$ cat config.mk
export PLATFORM = sky130hd
export DESIGN_NAME = cmp_pwm_timer
export DESIGN_NICKNAME = d
export VERILOG_FILES = /design/src/rtl/cmp_pwm_pkg.sv /design/src/rtl/cmp_pwm_prescaler.sv /design/src/rtl/cmp_pwm_counter.sv /design/src/rtl/cmp_pwm_outunit.sv /design/src/rtl/cmp_pwm_timer.sv
export SDC_FILE = /design/constraint.sdc
export NUM_CORES = 1
export LEC_CHECK = 0
export ABC_AREA = 1
export BUFFER_PORTS_ARGS = -buffer_cell sky130_fd_sc_hd__buf_2
export CORE_ASPECT_RATIO = 0.9
export CORE_MARGIN = 4
export CORE_UTILIZATION = 29
export CTS_BUF_LIST = sky130_fd_sc_hd__clkbuf_8
export CTS_CLUSTER_DIAMETER = 30
export DETAILED_ROUTE_END_ITERATION = 8
export SLEW_MARGIN = 25
export SYNTH_ARGS = -nofsm -noshare
export SYNTH_HDL_FRONTEND = slang
export SYNTH_SLANG_ARGS = --single-unit
$ cat constraint.sdc
create_clock -name clk -period 3.6 [get_ports clk]
set_input_delay 0.72 -clock clk [delete_from_list [all_inputs] [get_ports clk]]
set_output_delay 0.72 -clock clk [all_outputs]
set_load 0.01 [all_outputs]
$ cat src/rtl/cmp_pwm_pkg.sv
package cmp_pwm_pkg;

    localparam int LEN_SEL_W = 2;
    localparam int MODE_W    = 3;
    localparam logic [MODE_W-1:0] MODE_RESET_SET = 3'd7;

    typedef enum logic [1:0] {
        OU_LOW     = 2'd0,
        OU_HIGH    = 2'd1,
        OU_SETPEND = 2'd2
    } ou_state_t;

    function automatic int unsigned len_bits(input logic [LEN_SEL_W-1:0] sel);
        int unsigned b;
        unique case (sel)
            2'd0: b = 8;
            2'd1: b = 10;
            2'd2: b = 12;
            default: b = 16;
        endcase
        return b;
    endfunction

endpackage

$ cat src/rtl/cmp_pwm_prescaler.sv
module cmp_pwm_prescaler #(
    parameter int SEL1_W = 2,
    parameter int SEL2_W = 3
) (
    input  logic              clk,
    input  logic              rst,
    input  logic [SEL1_W-1:0] div1_sel,
    input  logic [SEL2_W-1:0] div2_sel,
    output logic              tick_o
);
    localparam int C1_W = (1 << SEL1_W) - 1;

    logic [C1_W-1:0]   c1_q;
    logic [SEL2_W-1:0] c2_q;
    logic [C1_W-1:0]   lim1;
    logic              stage1;
    logic              stage2;

    always_comb begin
        lim1   = ~({C1_W{1'b1}} << div1_sel);
        stage1 = (c1_q >= lim1);
        stage2 = (c2_q >= div2_sel);
        tick_o = stage1 && stage2;
    end

    always_ff @(posedge clk) begin
        if (rst) begin
            c1_q <= '0;
            c2_q <= '0;
        end else begin
            c1_q <= stage1 ? '0 : c1_q + 1'b1;
            if (stage1) begin
                c2_q <= stage2 ? '0 : c2_q + 1'b1;
            end
        end
    end
endmodule

$ cat src/rtl/cmp_pwm_counter.sv
module cmp_pwm_counter
    import cmp_pwm_pkg::*;
#(
    parameter int MAX_W = 16
) (
    input  logic                 clk,
    input  logic                 rst,
    input  logic                 tick,
    input  logic [LEN_SEL_W-1:0] len_sel,
    output logic [MAX_W-1:0]     cnt_o,
    output logic [MAX_W-1:0]     cnt_next_o
);
    logic [MAX_W-1:0] cnt_q;
    logic [MAX_W-1:0] max_v;
    int unsigned      lb;

    always_comb begin
        lb = len_bits(len_sel);
        if (lb > MAX_W) lb = MAX_W;
        max_v      = ~({MAX_W{1'b1}} << lb);
        cnt_next_o = (cnt_q >= max_v) ? '0 : cnt_q + 1'b1;
        cnt_o      = cnt_q;
    end

    always_ff @(posedge clk) begin
        if (rst) begin
            cnt_q <= '0;
        end else if (tick) begin
            cnt_q <= cnt_next_o;
        end
    end
endmodule

$ cat src/rtl/cmp_pwm_outunit.sv
module cmp_pwm_outunit
    import cmp_pwm_pkg::*;
(
    input  logic clk,
    input  logic rst,
    input  logic tick,
    input  logic rs_mode,
    input  logic static_bit,
    input  logic rst_ev,
    input  logic set_ev,
    output logic pwm_o
);
    ou_state_t state_q;
    ou_state_t state_d;

    always_comb begin
        state_d = state_q;
        if (tick) begin
            if (!rs_mode) begin
                state_d = static_bit ? OU_HIGH : OU_LOW;
            end else if (rst_ev && set_ev) begin
                state_d = OU_SETPEND;
            end else if (rst_ev) begin
                state_d = OU_LOW;
            end else if (set_ev) begin
                state_d = OU_HIGH;
            end else begin
                unique case (state_q)
                    OU_SETPEND: state_d = OU_HIGH;
                    OU_HIGH:    state_d = OU_HIGH;
                    OU_LOW:     state_d = OU_LOW;
                    default:    state_d = OU_LOW;
                endcase
            end
        end
    end

    always_ff @(posedge clk) begin
        if (rst) begin
            state_q <= OU_LOW;
        end else begin
            state_q <= state_d;
        end
    end

    always_comb begin
        pwm_o = (state_q == OU_HIGH);
    end
endmodule

$ cat src/rtl/cmp_pwm_timer.sv
module cmp_pwm_timer
    import cmp_pwm_pkg::*;
#(
    parameter int NUM_CH = 4,
    parameter int MAX_W  = 16,
    parameter int SEL1_W = 2,
    parameter int SEL2_W = 3
) (
    input  logic                       clk,
    input  logic                       rst,
    input  logic [LEN_SEL_W-1:0]       len_sel,
    input  logic [SEL1_W-1:0]          div1_sel,
    input  logic [SEL2_W-1:0]          div2_sel,
    input  logic [NUM_CH*MAX_W-1:0]    ccr_flat,
    input  logic [NUM_CH*MODE_W-1:0]   mode_flat,
    input  logic [NUM_CH-1:0]          static_bits,
    output logic [MAX_W-1:0]           count_o,
    output logic [NUM_CH-1:0]          pwm_o
);
    logic             tick;
    logic [MAX_W-1:0] cnt_next;
    logic [NUM_CH-1:0] match;

    cmp_pwm_prescaler #(.SEL1_W(SEL1_W), .SEL2_W(SEL2_W)) u_pre (
        .clk      (clk),
        .rst      (rst),
        .div1_sel (div1_sel),
        .div2_sel (div2_sel),
        .tick_o   (tick)
    );

    cmp_pwm_counter #(.MAX_W(MAX_W)) u_cnt (
        .clk        (clk),
        .rst        (rst),
        .tick       (tick),
        .len_sel    (len_sel),
        .cnt_o      (count_o),
        .cnt_next_o (cnt_next)
    );

    for (genvar i = 0; i < NUM_CH; i++) begin : g_ch
        logic [MAX_W-1:0]  ccr_i;
        logic [MODE_W-1:0] mode_i;

        always_comb begin
            ccr_i    = ccr_flat[i*MAX_W +: MAX_W];
            mode_i   = mode_flat[i*MODE_W +: MODE_W];
            match[i] = tick && (cnt_next == ccr_i);
        end

        cmp_pwm_outunit u_out (
            .clk        (clk),
            .rst        (rst),
            .tick       (tick),
            .rs_mode    (mode_i == MODE_RESET_SET),
            .static_bit (static_bits[i]),
            .rst_ev     (match[i]),
            .set_ev     (match[0]),
            .pwm_o      (pwm_o[i])
        );
    end
endmodule

==> run summary <==
Number of synthesis warnings - 0
Hold Path Stages - 1
Port buffer count - 108
Crit path cell chain - buf_2 > nand2_2 > ha_1 > a21oi_1 > o21ai_2 > nor2_8 > buf_4 > nand3_4 > nand2_1 > nand2_1 > nor2_1 > nand2_1 > nor2_1 > nand3_2 > o31ai_1
Synth top area cells - nand2_1, dfxtp_1, inv_1
Post-synthesis sequential area ratio - 0.168
Slew Limit Fails - 0
Initial antenna violation count - 0
Fin crit period - 3.01 ns
Fillers - 1365
PD cells - 283 nW/um2
Max stage delay on crit path - 0.42 ns
Sink Count - 30
Synth area leader - nand2_1
First-pass detailed-route iteration total - 6
Drt drc - 0
Setup TNS - 0 ns
Std cell rows - 38
DRT antenna net count - 0
Largest family of logic cells by synthesized area - simple AND/OR/NAND/NOR gates
Total Nets Final - 819
WL final - 13100 um
Final Hold Fails - 0
CP most frequent cell - nand2_1
Via count of the first global-routing pass - 3825
GP Congestion - 0.964
CP max stage cell - nor2_8
I/O Pins - 109
Post-synthesis compound-gate area fraction - 0.0986
Fmax - 332 MHz
Vias/cell - 4.79
Max cap viols - 0
Worst-path clk slew - 0.07 ns
Pre-CTS setup slack - 0.304 ns
WL per Instance - 15.0 um
DIE HEIGHT - 113 um
Initial DRC Count - 289
Clk_lat worst skew - 0.29 ns
Setup crit end kind - flip-flop
Root Buffer - clkbuf_8
Syn avg cell area - 5.94 um2
Worst Max-Slew Pin Slew - 0.722 ns
Netlist cell types - 40
Final setup margin - 0.587 ns
Synth Area in XOR/XNOR - 0.0319
LEAKAGE - 2.33 nW
Relative slew slack - 0.517
Total track usage - 0.182
EDFF count, synth - 0
# diodes - 0
Post-synthesis mux area share - 0
Crit path max fanout - 25
Most frequent cells in the layout - nand2_1, buf_2, inv_1
Synth top area share - 0.192
Htree depth - 2
Fin crit share - 0.837
Simple-gate share of the synthesized area - 0.503
Storage element area - 601 um2
Unrepaired setup endpoints after global routing - no
Largest net degree at the start of global routing - 31
Post-synthesis adder-cell area fraction - 0.0666
Total gr overflow - 0
Nature of the critical path startpoint - primary input
Asr flop ratio synth - 0
Commonest non-fill, non-tap cell in the layout - nand2_1
Num CTS Buffers - 5
Worst Path Class, Setup - primary input to flip-flop
Hold_buf cts - 0
Mapped Area - 3570 um2
Multi-input logic area - 2510 um2
Mapped Cells - 601
Final Skew - 0.00566 ns
Hold crit path type - flip-flop to flip-flop
Most used DFF post-synth - dfxtp_1
Synth Register Bits - 30
Die X-Extent - 125 um
Vias - 4181
Clock Path Buffers - 2
Post-DP HPWL - 10800 um
Core area - 12000 um2
Layout cells sized above 1 - 0.233
Final setup vio count - 0
Peak supply drop - 130 uV
Required time of the critical path - 3.79 ns
Initial core utilization - 0.297
Wire length of the first global-routing pass - 20700 um
Status - completed
Post-CTS sizing - 0
Post-CTS Setup Bufs - 0
CTS tree - built
Synth-to-layout area growth - 22.3%
Crit path arrival time - 3.21 ns
FF-to-FF path depth - 14
Die Area - 14100 um2
metrics by stage:
stage | cell area, um2 | power (W) | hold WS [ns] | util | std cells
2_1_floorplan | 3570 | 0.000779 | 0.417 | - | 603
3_3_place_gp | 4270 | 0.000944 | 0.431 | 0.355 | 864
3_5_place_dp | 4270 | 0.000942 | 0.439 | 0.355 | 864
4_1_cts | 4360 | 0.00124 | 0.456 | 0.363 | 872
5_1_grt | 4360 | 0.00134 | 0.467 | 0.363 | 872
6_report | 4360 | 0.00123 | 0.445 | 0.363 | 872
power breakdown:
part | switching, W | internal (W) | total, W
Combinational | 0.000338 | 0.000198 | 0.000536
Clock | 0.000142 | 0.000154 | 0.000296
Sequential | 0.0000348 | 0.000368 | 0.000403
Total | 0.000515 | 0.000720 | 0.00123
Yosys cell counts, types with 3 or more instances:
cell type  instances
inv_1             91
nor2_1            63
nand2_2            4
nand3b_1           8
o21ai_1            3
nand3_1           43
dfxtp_1           30
nand2_1          182
buf_2              3
o21ai_0           22
buf_4              7
a21oi_1           11
ha_1              19
a21oi_2            4
clkbuf_1           4
o22ai_1           11
xnor2_1            5
nor2_2             4
nand3_4            5
xor2_1             8
nand4_1           38
inv_2              3
nand3_2           11
worst max-delay path: cells and delay by family:
kind	cells	cell delay [ns]
AO/OA/AOI/OAI	3	0.54
AND/OR/NAND/NOR	9	1.24
adder cells (fa/ha/maj)	1	0.30
buffers and inverters	2	0.41
per-layer routing:
metal / share of wire / GRT usage
met5: 0 / 0
met4: 0.016 / 0.0455
met3: 0.080 / 0.0288
met2: 0.44 / 0.285
met1: 0.46 / 0.262
area by class of cell:
| class | count | area share |
|---|---|---|
| inverters | 94 | 0.0808 |
| multi-input cells | 463 | 0.575 |
| well taps | 160 | 0.0459 |
| repair buffers | 117 | 0.139 |
| clock inverters | 2 | 0.00287 |
| clock buffers | 6 | 0.0189 |
| flip-flops and latches | 30 | 0.138 |
cells by family (layout without fill, tap and decap cells):
kind of cell | Yosys count | in the layout
flops | 30 | 30
other cells | 1 | 3
compound gates | 59 | 59
fa+ha+maj | 19 | 19
simple gates | 369 | 369
buf+inv | 110 | 219
xor+xnor | 13 | 13
state kept, by name (all words and copies together), names as in the netlist:
register and flops:
u_cnt.cnt_o 16, g_ch.u_out.state_q 8, u_pre.c1_q 3, u_pre.c2_q 3
path summary, 6_finish.rpt:
| kind | end | slack, ns | startpoint |
|---|---|---|---|
| setup / recovery | g_ch[0].u_out.state_q[1] | 0.59 | len_sel[1] |
| hold reg to reg | u_pre.c1_q[0] | 0.44 | u_pre.c1_q[0] |
| setup reg to reg | g_ch[0].u_out.state_q[1] | 0.63 | u_cnt.cnt_o[0] |
| hold / removal | u_pre.c1_q[0] | 0.44 | u_pre.c1_q[0] |
Note: power is estimated with default switching activity, not from simulation.
